$ cat src/rtl/tcr_pkg.sv
package tcr_pkg;
  localparam int unsigned NBYTES = 2;

  localparam logic [2:0] ADDR_CNT_LO  = 3'd0;
  localparam logic [2:0] ADDR_CNT_HI  = 3'd1;
  localparam logic [2:0] ADDR_HOLD_LO = 3'd2;
  localparam logic [2:0] ADDR_HOLD_HI = 3'd3;
  localparam logic [2:0] ADDR_CTRL    = 3'd4;

  localparam int unsigned BIT_RUN   = 0;
  localparam int unsigned BIT_EXT   = 1;
  localparam int unsigned BIT_TEN   = 2;
  localparam int unsigned BIT_CAP   = 3;
  localparam int unsigned BIT_BAUD  = 4;
  localparam int unsigned BIT_OVF   = 6;
  localparam int unsigned BIT_TRIG  = 7;

  typedef struct packed {
    logic              incr;
    logic              reload;
    logic              capture;
    logic [NBYTES-1:0] wrCnt;
    logic [NBYTES-1:0] wrHold;
  } tcrStrobes_t;
endpackage

$ cat src/rtl/tcr_dpath.sv
module tcr_dpath
  import tcr_pkg::*;
#(
  parameter int unsigned BYTE_W = 8
) (
  input  logic                     clk,
  input  logic                     rstN,
  input  tcrStrobes_t              stb,
  input  logic [BYTE_W-1:0]        wrData,
  output logic [NBYTES*BYTE_W-1:0] cnt,
  output logic [NBYTES*BYTE_W-1:0] hold,
  output logic                     atMax
);
  localparam int unsigned CNT_W = NBYTES * BYTE_W;

  logic [CNT_W-1:0] cntNext;
  logic             anyCntWr;

  assign anyCntWr = |stb.wrCnt;
  assign cntNext  = stb.reload ? hold : cnt + CNT_W'(1);
  assign atMax    = &cnt;

  for (genvar i = 0; i < NBYTES; i++) begin : g_lane
    logic [BYTE_W-1:0] cntLane;
    logic [BYTE_W-1:0] holdLane;

    always_ff @(posedge clk or negedge rstN) begin
      if (!rstN) begin
        cntLane <= '0;
      end else if (anyCntWr) begin
        if (stb.wrCnt[i]) cntLane <= wrData;
      end else if (stb.reload || stb.incr) begin
        cntLane <= cntNext[i*BYTE_W +: BYTE_W];
      end
    end

    always_ff @(posedge clk or negedge rstN) begin
      if (!rstN) begin
        holdLane <= '0;
      end else if (stb.capture) begin
        holdLane <= cnt[i*BYTE_W +: BYTE_W];
      end else if (stb.wrHold[i]) begin
        holdLane <= wrData;
      end
    end

    assign cnt[i*BYTE_W +: BYTE_W]  = cntLane;
    assign hold[i*BYTE_W +: BYTE_W] = holdLane;
  end


  incr_chk: assert property (@(posedge clk) disable iff (!rstN)
    $past(stb.incr && !stb.reload && !(|stb.wrCnt)) |-> cnt == $past(cnt) + CNT_W'(1));


  reload_chk: assert property (@(posedge clk) disable iff (!rstN)
    $past(stb.reload && !(|stb.wrCnt)) |-> cnt == $past(hold));


  capture_chk: assert property (@(posedge clk) disable iff (!rstN)
    $past(stb.capture) |-> hold == $past(cnt));


  cpu_wr_chk: assert property (@(posedge clk) disable iff (!rstN)
    $past(stb.wrCnt[0]) |-> cnt[BYTE_W-1:0] == $past(wrData));
endmodule

$ cat src/rtl/tcr_ctrl.sv
module tcr_ctrl
  import tcr_pkg::*;
#(
  parameter int unsigned BYTE_W = 8
) (
  input  logic              clk,
  input  logic              rstN,
  input  logic              mcTick,
  input  logic              cntPin,
  input  logic              trigPin,
  input  logic              regWe,
  input  logic [2:0]        regAddr,
  input  logic [BYTE_W-1:0] regWdata,
  input  logic              atMax,
  output tcrStrobes_t       stb,
  output logic [BYTE_W-1:0] ctrlByte,
  output logic              ovfFlag,
  output logic              trigFlag,
  output logic              baudTick
);
  logic run, extSrc, trigEn, capMode, baudMode;
  logic cntSample, trigSample;
  logic cntEdge, trigEdge, tickSrc, overflow, trigAct;
  logic capEff, reloadEff, wrCtrl;

  assign wrCtrl    = regWe && (regAddr == ADDR_CTRL);
  assign cntEdge   = mcTick && cntSample && !cntPin;
  assign trigEdge  = mcTick && trigSample && !trigPin;
  assign capEff    = !baudMode && capMode;
  assign reloadEff = !baudMode && !capMode;
  assign trigAct   = trigEdge && trigEn;

  always_comb begin
    if (extSrc)        tickSrc = cntEdge;
    else if (baudMode) tickSrc = 1'b1;
    else               tickSrc = mcTick;
  end

  always_comb begin
    stb.wrCnt[0]  = regWe && (regAddr == ADDR_CNT_LO);
    stb.wrCnt[1]  = regWe && (regAddr == ADDR_CNT_HI);
    stb.wrHold[0] = regWe && (regAddr == ADDR_HOLD_LO);
    stb.wrHold[1] = regWe && (regAddr == ADDR_HOLD_HI);
    stb.incr      = run && tickSrc && !(|stb.wrCnt);
    stb.capture   = trigAct && capEff;
    stb.reload    = !(|stb.wrCnt) &&
                    ((stb.incr && atMax && !capEff) || (trigAct && reloadEff));
  end

  assign overflow = stb.incr && atMax;

  always_ff @(posedge clk or negedge rstN) begin
    if (!rstN) begin
      cntSample  <= 1'b0;
      trigSample <= 1'b0;
    end else if (mcTick) begin
      cntSample  <= cntPin;
      trigSample <= trigPin;
    end
  end

  always_ff @(posedge clk or negedge rstN) begin
    if (!rstN) begin
      run      <= 1'b0;
      extSrc   <= 1'b0;
      trigEn   <= 1'b0;
      capMode  <= 1'b0;
      baudMode <= 1'b0;
      ovfFlag  <= 1'b0;
      trigFlag <= 1'b0;
      baudTick <= 1'b0;
    end else begin
      if (wrCtrl) begin
        run      <= regWdata[BIT_RUN];
        extSrc   <= regWdata[BIT_EXT];
        trigEn   <= regWdata[BIT_TEN];
        capMode  <= regWdata[BIT_CAP];
        baudMode <= regWdata[BIT_BAUD];
      end
      ovfFlag  <= (wrCtrl ? regWdata[BIT_OVF] : ovfFlag) | (overflow && !baudMode);
      trigFlag <= (wrCtrl ? regWdata[BIT_TRIG] : trigFlag) | trigAct;
      baudTick <= overflow && baudMode;
    end
  end

  always_comb begin
    ctrlByte           = '0;
    ctrlByte[BIT_RUN]  = run;
    ctrlByte[BIT_EXT]  = extSrc;
    ctrlByte[BIT_TEN]  = trigEn;
    ctrlByte[BIT_CAP]  = capMode;
    ctrlByte[BIT_BAUD] = baudMode;
    ctrlByte[BIT_OVF]  = ovfFlag;
    ctrlByte[BIT_TRIG] = trigFlag;
  end


  ovf_rise_chk: assert property (@(posedge clk) disable iff (!rstN)
    $rose(ovfFlag) |-> $past(wrCtrl) || $past(atMax && !baudMode));


  trig_rise_chk: assert property (@(posedge clk) disable iff (!rstN)
    $rose(trigFlag) |-> $past(wrCtrl) || $past(trigEn));


  baud_src_chk: assert property (@(posedge clk) disable iff (!rstN)
    baudTick |-> $past(baudMode && atMax));


  no_ovf_on_wr_chk: assert property (@(posedge clk) disable iff (!rstN)
    (|stb.wrCnt) |-> !stb.incr && !stb.reload);
endmodule

$ cat src/rtl/tcr_timer.sv
module tcr_timer
  import tcr_pkg::*;
#(
  parameter int unsigned BYTE_W = 8
) (
  input  logic              clk,
  input  logic              rstN,
  input  logic              mcTick,
  input  logic              cntPin,
  input  logic              trigPin,
  input  logic              regWe,
  input  logic [2:0]        regAddr,
  input  logic [BYTE_W-1:0] regWdata,
  output logic [BYTE_W-1:0] regRdata,
  output logic              ovfFlag,
  output logic              trigFlag,
  output logic              baudTick
);
  localparam int unsigned CNT_W = NBYTES * BYTE_W;

  tcrStrobes_t       stb;
  logic [CNT_W-1:0]  cnt, hold;
  logic              atMax;
  logic [BYTE_W-1:0] ctrlByte;

  tcr_ctrl #(.BYTE_W(BYTE_W)) ctrl_i (
    .clk(clk), .rstN(rstN), .mcTick(mcTick), .cntPin(cntPin), .trigPin(trigPin),
    .regWe(regWe), .regAddr(regAddr), .regWdata(regWdata), .atMax(atMax),
    .stb(stb), .ctrlByte(ctrlByte), .ovfFlag(ovfFlag), .trigFlag(trigFlag),
    .baudTick(baudTick)
  );

  tcr_dpath #(.BYTE_W(BYTE_W)) dpath_i (
    .clk(clk), .rstN(rstN), .stb(stb), .wrData(regWdata),
    .cnt(cnt), .hold(hold), .atMax(atMax)
  );

  always_comb begin
    case (regAddr)
      ADDR_CNT_LO:  regRdata = cnt[BYTE_W-1:0];
      ADDR_CNT_HI:  regRdata = cnt[CNT_W-1:BYTE_W];
      ADDR_HOLD_LO: regRdata = hold[BYTE_W-1:0];
      ADDR_HOLD_HI: regRdata = hold[CNT_W-1:BYTE_W];
      ADDR_CTRL:    regRdata = ctrlByte;
      default:      regRdata = '0;
    endcase
  end
endmodule

$ cat config.mk
export PLATFORM = sky130hd
export DESIGN_NAME = tcr_timer
export DESIGN_NICKNAME = d
export VERILOG_FILES = /design/src/rtl/tcr_pkg.sv /design/src/rtl/tcr_dpath.sv /design/src/rtl/tcr_ctrl.sv /design/src/rtl/tcr_timer.sv
export SDC_FILE = /design/constraint.sdc
export NUM_CORES = 1
export LEC_CHECK = 0
export CORE_ASPECT_RATIO = 1.2
export CORE_MARGIN = 5
export CORE_UTILIZATION = 40
export CTS_BUF_LIST = sky130_fd_sc_hd__clkbuf_2 sky130_fd_sc_hd__clkbuf_4 sky130_fd_sc_hd__clkbuf_8
export CTS_CLUSTER_SIZE = 20
export DETAILED_ROUTE_END_ITERATION = 7
export DONT_BUFFER_PORTS = 1
export PLACE_DENSITY = 0.64
export SLEW_MARGIN = 20
export SYNTH_ARGS = -nofsm -noshare
export SYNTH_HDL_FRONTEND = slang
export SYNTH_SLANG_ARGS = --single-unit
$ cat constraint.sdc
create_clock -name clk -period 2.2 [get_ports clk]
set_input_delay 0.44 -clock clk [delete_from_list [all_inputs] [get_ports clk]]
set_output_delay 0.44 -clock clk [all_outputs]
set_load 0.02 [all_outputs]
; After elaboration in Yosys (flattened, before gate mapping)
; Cells that the tools add are included.
[totals]
reg_bits = 42
inputBits = 17
out_inout_bits = 11
wordCells = 76
[op_classes]
n_addsub = 1
n_eq_ne = 6
muxes = 16
bitwise_logic = 2
reduce_logical = 37
[op_table]
columns = cell, count
row1 = $mux 8, 10
row2 = $pmux 8 s5, 1
row3 = $logic_and 1x1->1, 21
row4 = $add 16x1->16 const B, 1
row5 = $mux 16, 1
row6 = $reduce_and 16->1, 1
row7 = $eq 3x2->1 const B, 2
row8 = $logic_not 1->1, 6
row9 = $reduce_bool 2->1, 3
row10 = $mux 1, 4
row11 = $ne 2x2->1 const B, 2
row12 = $reduce_and 2->1, 2
row13 = $eq 3x1->1 const B, 1
row14 = $eq 3x3->1 const B, 1
row15 = $logic_not 3->1, 1
row16 = $logic_or 1x1->1, 2
row17 = $or 1x1->1, 2
row18 = $reduce_or 2->1, 1

; Depth between registers and ports, before layout
[logic_depth]
word_depth = 12
ltp_mapped = 7
depth_no_buf = 6

; By module
; Synthesis repeated with hierarchy kept, for this count alone.
[hier_totals]
cells_unflattened = 331
hier_area_um2 = 2991.6
[modules_own_cells]
columns = mod, n_inst, cells_per_inst, area_per_inst_um2, seq_area_each_um2
row1 = tcr_dpath, 1, 236, 2037.0, 800.8
row2 = tcr_ctrl, 1, 52, 595.6, 250.2
row3 = tcr_timer, 1, 43, 359.1, 0.0

; Worst setup path after synthesis
; OpenSTA, ideal clock, no wires.
[synth_timing]
kind = input-to-output
startpoint = input port regAddr[0]
endpoint = output port regRdata[1]
t_arrival_ps = 1515
required_ps = 1760
slack_ps = 245
path_stages = 4
path_buffers = 2
path_cell_list = buf_2 > clkbuf_1 > nand2b_1 > o22ai_1
[synth_between]
elab_chain_cells = 2
word_cells_on_any_way = 6
classes_between = 4 x eq/ne / 1 x mux / 1 x reduce/logical
[synth_rtl]
columns = element, line_no
row1 = start: declaration, tcr_timer.sv:12  ; input logic [2:0] regAddr,
row2 = $eq 3x3->1 (tied with other cells), tcr_timer.sv:39  ; case (regAddr)
row3 = $pmux 8 s5 (*), tcr_timer.sv:39
row4 = end: declaration, tcr_timer.sv:14  ; output logic [BYTE_W-1:0] regRdata,
; Every way passes the cells marked *; elsewhere a longest branch is shown, timed or not.

; Worst setup path in the final report
[layout_timing]
startpoint = register dpath_i.g_lane[1].cntLane[0]
endpoint = output port regRdata[0]
[layout_between]
elab_chain_cells = 1
[layout_rtl]
columns = element, line_no
row1 = start: declaration, tcr_dpath.sv:24  ; logic [BYTE_W-1:0] cntLane;
row2 = start signal: assignment, tcr_dpath.sv:31  ; if (stb.wrCnt[i]) cntLane <= wrData;
row3 = start signal: assignment, tcr_dpath.sv:33  ; cntLane <= cntNext[i*BYTE_W +: BYTE_W];
row4 = $pmux 8 s5, tcr_timer.sv:39
; Every way passes these cells.

==> report_table.html <==
<table>
<tr><th>Metric</th><th>Value</th></tr>
<tr><th colspan="2">Outcome</th></tr>
<tr><td>Outcome</td><td>finished, final reports clean</td></tr>
<tr><th colspan="2">Critical path</th></tr>
<tr><td>Maximum net fanout on the critical path</td><td>7</td></tr>
<tr><td>Reg-to-reg slack, setup</td><td>0.23 ns</td></tr>
<tr><td>CP Data Arrival Time</td><td>1.63 ns</td></tr>
<tr><td>Critical register-to-register path endpoint</td><td>dpath_i.g_lane[1].cntLane[2]$_DFFE_PN0P_</td></tr>
<tr><td>Critical path startpoint</td><td>dpath_i.g_lane[1].cntLane[0]$_DFFE_PN0P_</td></tr>
<tr><td>Reg-to-reg startpoint</td><td>dpath_i.g_lane[0].cntLane[1]$_DFFE_PN0P_</td></tr>
<tr><td>Crit path launch type</td><td>register</td></tr>
<tr><td>Setup Crit Path Kind</td><td>reg2out</td></tr>
<tr><td>Data required, critical path</td><td>1.76 ns</td></tr>
<tr><td>Endpoint kind of the worst setup timing path</td><td>primary output</td></tr>
<tr><td>Worst setup path endpoint</td><td>regRdata[0]</td></tr>
<tr><td>Worst R2R Path Depth</td><td>6</td></tr>
<tr><th colspan="2">Routing</th></tr>
<tr><td>Total Wirelength</td><td>7990 um</td></tr>
<tr><td>ANT nets after route</td><td>0</td></tr>
<tr><td>Vias</td><td>2,442</td></tr>
<tr><td>DR DRC count</td><td>0</td></tr>
<tr><td>Routed length per instance</td><td>19.9 um</td></tr>
<tr><td>Number of search-and-repair iterations in the first detailed-routing pass</td><td>4</td></tr>
<tr><td>Vias per cell</td><td>6.07</td></tr>
<tr><td>Number of design-rule violations left by the first detailed-router iteration</td><td>220</td></tr>
<tr><th colspan="2">Global routing</th></tr>
<tr><td>Via count of the first global-routing pass</td><td>2,406</td></tr>
<tr><td>Sum of overflow across all layers after global routing</td><td>0</td></tr>
<tr><td>Number of antenna violations at the first check in global routing</td><td>0</td></tr>
<tr><td>Largest net degree at the start of global routing</td><td>43</td></tr>
<tr><td>Overall fraction of global-route tracks in use</td><td>18.7%</td></tr>
<tr><td>Wire length of the first global-routing pass</td><td>12,900 um</td></tr>
<tr><th colspan="2">Pwr</th></tr>
<tr><td>Leakage power of the design</td><td>1.31 nW</td></tr>
<tr><td>Cell Pwr Density</td><td>1010 nW/um^2</td></tr>
<tr><td>Maximum vdd ir drop</td><td>0.000481 V</td></tr>
<tr><td>Overall power</td><td>3.23 mW</td></tr>
<tr><th colspan="2">STA</th></tr>
<tr><td>Achievable frequency</td><td>483 MHz</td></tr>
<tr><td>Setup Total Neg Slack</td><td>0 ns</td></tr>
<tr><td>Clk_skew</td><td>0.00606 ns</td></tr>
<tr><td>Unrepaired setup endpoints after global routing</td><td>no</td></tr>
<tr><td>Final Slew Violations</td><td>0</td></tr>
<tr><td>Worst slew margin</td><td>64.9%</td></tr>
<tr><td>Final Worst Setup Slack</td><td>0.131 ns</td></tr>
<tr><td>Clock period minus final worst setup slack</td><td>2.07 ns</td></tr>
<tr><td>Final worst-path cycle share</td><td>94.0%</td></tr>
<tr><td>Slew at the pin closest to its max-slew limit</td><td>0.525 ns</td></tr>
<tr><td>Final setup violating endpoints</td><td>0</td></tr>
<tr><td>Fin. Hold Viols</td><td>0</td></tr>
<tr><th colspan="2">Floorplan</th></tr>
<tr><td>Total core area</td><td>6900 um^2</td></tr>
<tr><td>Top Ports</td><td>28</td></tr>
<tr><td>Die ar.</td><td>8960 um^2</td></tr>
<tr><td>Initial Utilization</td><td>41.5%</td></tr>
<tr><td>Die Wd</td><td>87.2 um</td></tr>
<tr><td>Number of rows in the core area</td><td>33</td></tr>
<tr><td>Height of the die</td><td>103 um</td></tr>
<tr><th colspan="2">CTS</th></tr>
<tr><td>Clock tree from TritonCTS</td><td>yes</td></tr>
<tr><td>H-tree depth</td><td>2</td></tr>
<tr><td>TritonCTS buffer count</td><td>5</td></tr>
<tr><td>Clk buf depth</td><td>2</td></tr>
<tr><td>Clock edge transition at the registers on the reported setup and hold paths</td><td>0.08 ns</td></tr>
<tr><td>Count of clock tree sinks</td><td>42</td></tr>
<tr><td>Clock latency reported for the late side of the worst-skew pair</td><td>0.30 ns</td></tr>
<tr><td>Cell at the root of the clock tree</td><td>sky130_fd_sc_hd__clkbuf_8</td></tr>
<tr><td>Number of setup buffers added after CTS</td><td>0</td></tr>
<tr><th colspan="2">Finish</th></tr>
<tr><td>Area grow syn2layout</td><td>11.8%</td></tr>
<tr><td>Final-stage net count</td><td>332</td></tr>
<tr><td>Number of diodes</td><td>0</td></tr>
<tr><td>Highest-count cells in the layout ignoring fill and taps</td><td>sky130_fd_sc_hd__dfrtp_1 (42), sky130_fd_sc_hd__mux2i_1 (34), sky130_fd_sc_hd__nand2_1 (27)</td></tr>
<tr><td>Share of final-layout standard cells stronger than drive strength 1</td><td>19.7%</td></tr>
<tr><td>Registers with the most flip-flops</td><td>dpath_i.g_lane.cntLane (16), dpath_i.g_lane.holdLane (16)</td></tr>
<tr><td>Most common cell after layout, fill and taps aside</td><td>sky130_fd_sc_hd__dfrtp_1</td></tr>
<tr><th colspan="2">Placement</th></tr>
<tr><td>Global placement routability congestion</td><td>0.909</td></tr>
<tr><td>Setup slack after placement</td><td>0.119 ns</td></tr>
<tr><td>Placed wire-length estimate after detailed placement</td><td>5690 um</td></tr>
<tr><td>Count of input and output buffers</td><td>0</td></tr>
<tr><th colspan="2">Logic synthesis</th></tr>
<tr><td>Number of distinct library cell variants in the gate-level netlist after synthesis</td><td>55</td></tr>
<tr><td>Number of nets produced by synthesis</td><td>322</td></tr>
<tr><td>Post-Syn Area</td><td>2860 um^2</td></tr>
<tr><td>Post-synthesis register bit count</td><td>42</td></tr>
<tr><td>Count of flip-flops with a built-in enable after synthesis</td><td>0</td></tr>
<tr><td>Cells after synthesis</td><td>304</td></tr>
<tr><td>Top FF cell, synth</td><td>sky130_fd_sc_hd__dfrtp_1</td></tr>
<tr><td>Syn. warnings</td><td>0</td></tr>
<tr><td>Mean Syn Cell Area</td><td>9.42 um^2</td></tr>
<tr><td>Portion of the post-synthesis area used by sequential elements</td><td>36.7%</td></tr>
<tr><td>Fraction of registers with async set or reset after synthesis</td><td>100%</td></tr>
<tr><th colspan="2">Job</th></tr>
<tr><td>Number of max-cap violations</td><td>0</td></tr>
<tr><th colspan="2">Worst hold path</th></tr>
<tr><td>Hold/Removal Path Class</td><td>in2reg</td></tr>
</table>
-- per-layer routing --
layer	vias to the layer above	global-route usage (%)	wire length [um]	share of wire, %
li1	1133	-	-	-
met1	1202	24.8	3480	44
met2	92	31.1	3860	48
met3	15	2.16	454	5.7
met4	0	7.44	194	2.4
met5	-	0	0	0
-- critical path: stages (launching register included) --
cell,delay [ns]
sky130_fd_sc_hd__dfrtp_1,0.42
sky130_fd_sc_hd__buf_4,0.18
sky130_fd_sc_hd__mux4_2,0.45
sky130_fd_sc_hd__inv_1,0.06
sky130_fd_sc_hd__o21ai_0,0.07
sky130_fd_sc_hd__buf_4,0.16
-- through the flow --
| step | cells | hold WS (ns) | cell area, um^2 | util [%] |
|---|---|---|---|---|
| 2_1_floorplan | 304 | 0.144 | 2860 | - |
| 3_3_place_gp | 392 | 0.146 | 3050 | 44.3 |
| 3_5_place_dp | 392 | 0.146 | 3050 | 44.3 |
| 4_1_cts | 402 | 0.261 | 3190 | 46.2 |
| 5_1_grt | 402 | 0.259 | 3200 | 46.4 |
| 6_report | 402 | 0.272 | 3200 | 46.4 |
-- power by group --
group | switching (mW) | internal [mW] | total (mW)
clock | 0.277 | 0.266 | 0.543
sequential | 0.346 | 1.05 | 1.40
combinational | 0.661 | 0.627 | 1.29
-- cells in the mapped netlist (3+ instances only) --
master / count / area, um^2
sky130_fd_sc_hd__nor3_1: 6 / 30.0
sky130_fd_sc_hd__nand2_1: 27 / 101
sky130_fd_sc_hd__xnor2_1: 6 / 52.6
sky130_fd_sc_hd__o21ai_0: 24 / 120
sky130_fd_sc_hd__inv_1: 6 / 22.5
sky130_fd_sc_hd__mux2_2: 7 / 78.8
sky130_fd_sc_hd__a21oi_1: 13 / 65.1
sky130_fd_sc_hd__o22ai_1: 7 / 43.8
sky130_fd_sc_hd__nor2_1: 20 / 75.1
sky130_fd_sc_hd__mux2i_1: 34 / 340
sky130_fd_sc_hd__dfrtp_1: 42 / 1050
sky130_fd_sc_hd__a41oi_1: 3 / 26.3
sky130_fd_sc_hd__xor2_1: 5 / 43.8
sky130_fd_sc_hd__o311ai_1: 3 / 26.3
sky130_fd_sc_hd__o21ai_1: 3 / 15.0
sky130_fd_sc_hd__clkbuf_1: 8 / 30.0
sky130_fd_sc_hd__buf_2: 12 / 60.1
sky130_fd_sc_hd__nand3_1: 22 / 110
sky130_fd_sc_hd__clkbuf_2: 3 / 15.0
sky130_fd_sc_hd__o31ai_1: 4 / 30.0
sky130_fd_sc_hd__and3_1: 6 / 37.5
-- worst min-delay path by stage --
stage,to,slack (ns),startpoint,cells past startpoint
after floorplan,ctrl_i.baudMode$_DFFE_PN0P_,0.14,rstN,0
after global placement,dpath_i.g_lane[0].holdLane[7]$_DFFE_PN0P_,0.15,rstN,0
after detailed placement,dpath_i.g_lane[0].holdLane[7]$_DFFE_PN0P_,0.15,rstN,0
after CTS,ctrl_i.baudMode$_DFFE_PN0P_,0.26,regWdata[4],2
after global routing,ctrl_i.baudMode$_DFFE_PN0P_,0.26,regWdata[4],2
final,ctrl_i.baudMode$_DFFE_PN0P_,0.27,regWdata[4],2
-- cell type report --
type                       count  area [um^2]
tap                           87          109
inverter                       6         22.5
sequential                    42         1050
clock buffer                   7         90.1
fill                         654         3690
clock inverter                 1         5.00
timing repair buffer          28          233
multi-input combinational    231         1690
-- logic make-up (layout without fill, tap and decap cells) --
kind of cell / count (synthesis) / in the layout / share of synthesized area (%)
compound gates: 73 / 73 / 18.0
xor+xnor: 11 / 11 / 3.36
fa+ha+maj: 1 / 1 / 0.437
buf+inv: 31 / 42 / 5.11
flops: 42 / 42 / 36.7
mux: 43 / 43 / 16.2
simple gates: 103 / 103 / 20.1
-- timing repair --
item	in CTS	in global routing
endpoints found under the setup margin	0	8
hold buffers	2	0
resized for setup	0	3
endpoints found under the hold margin	42	0
Note: power is estimated with default switching activity, not from simulation.
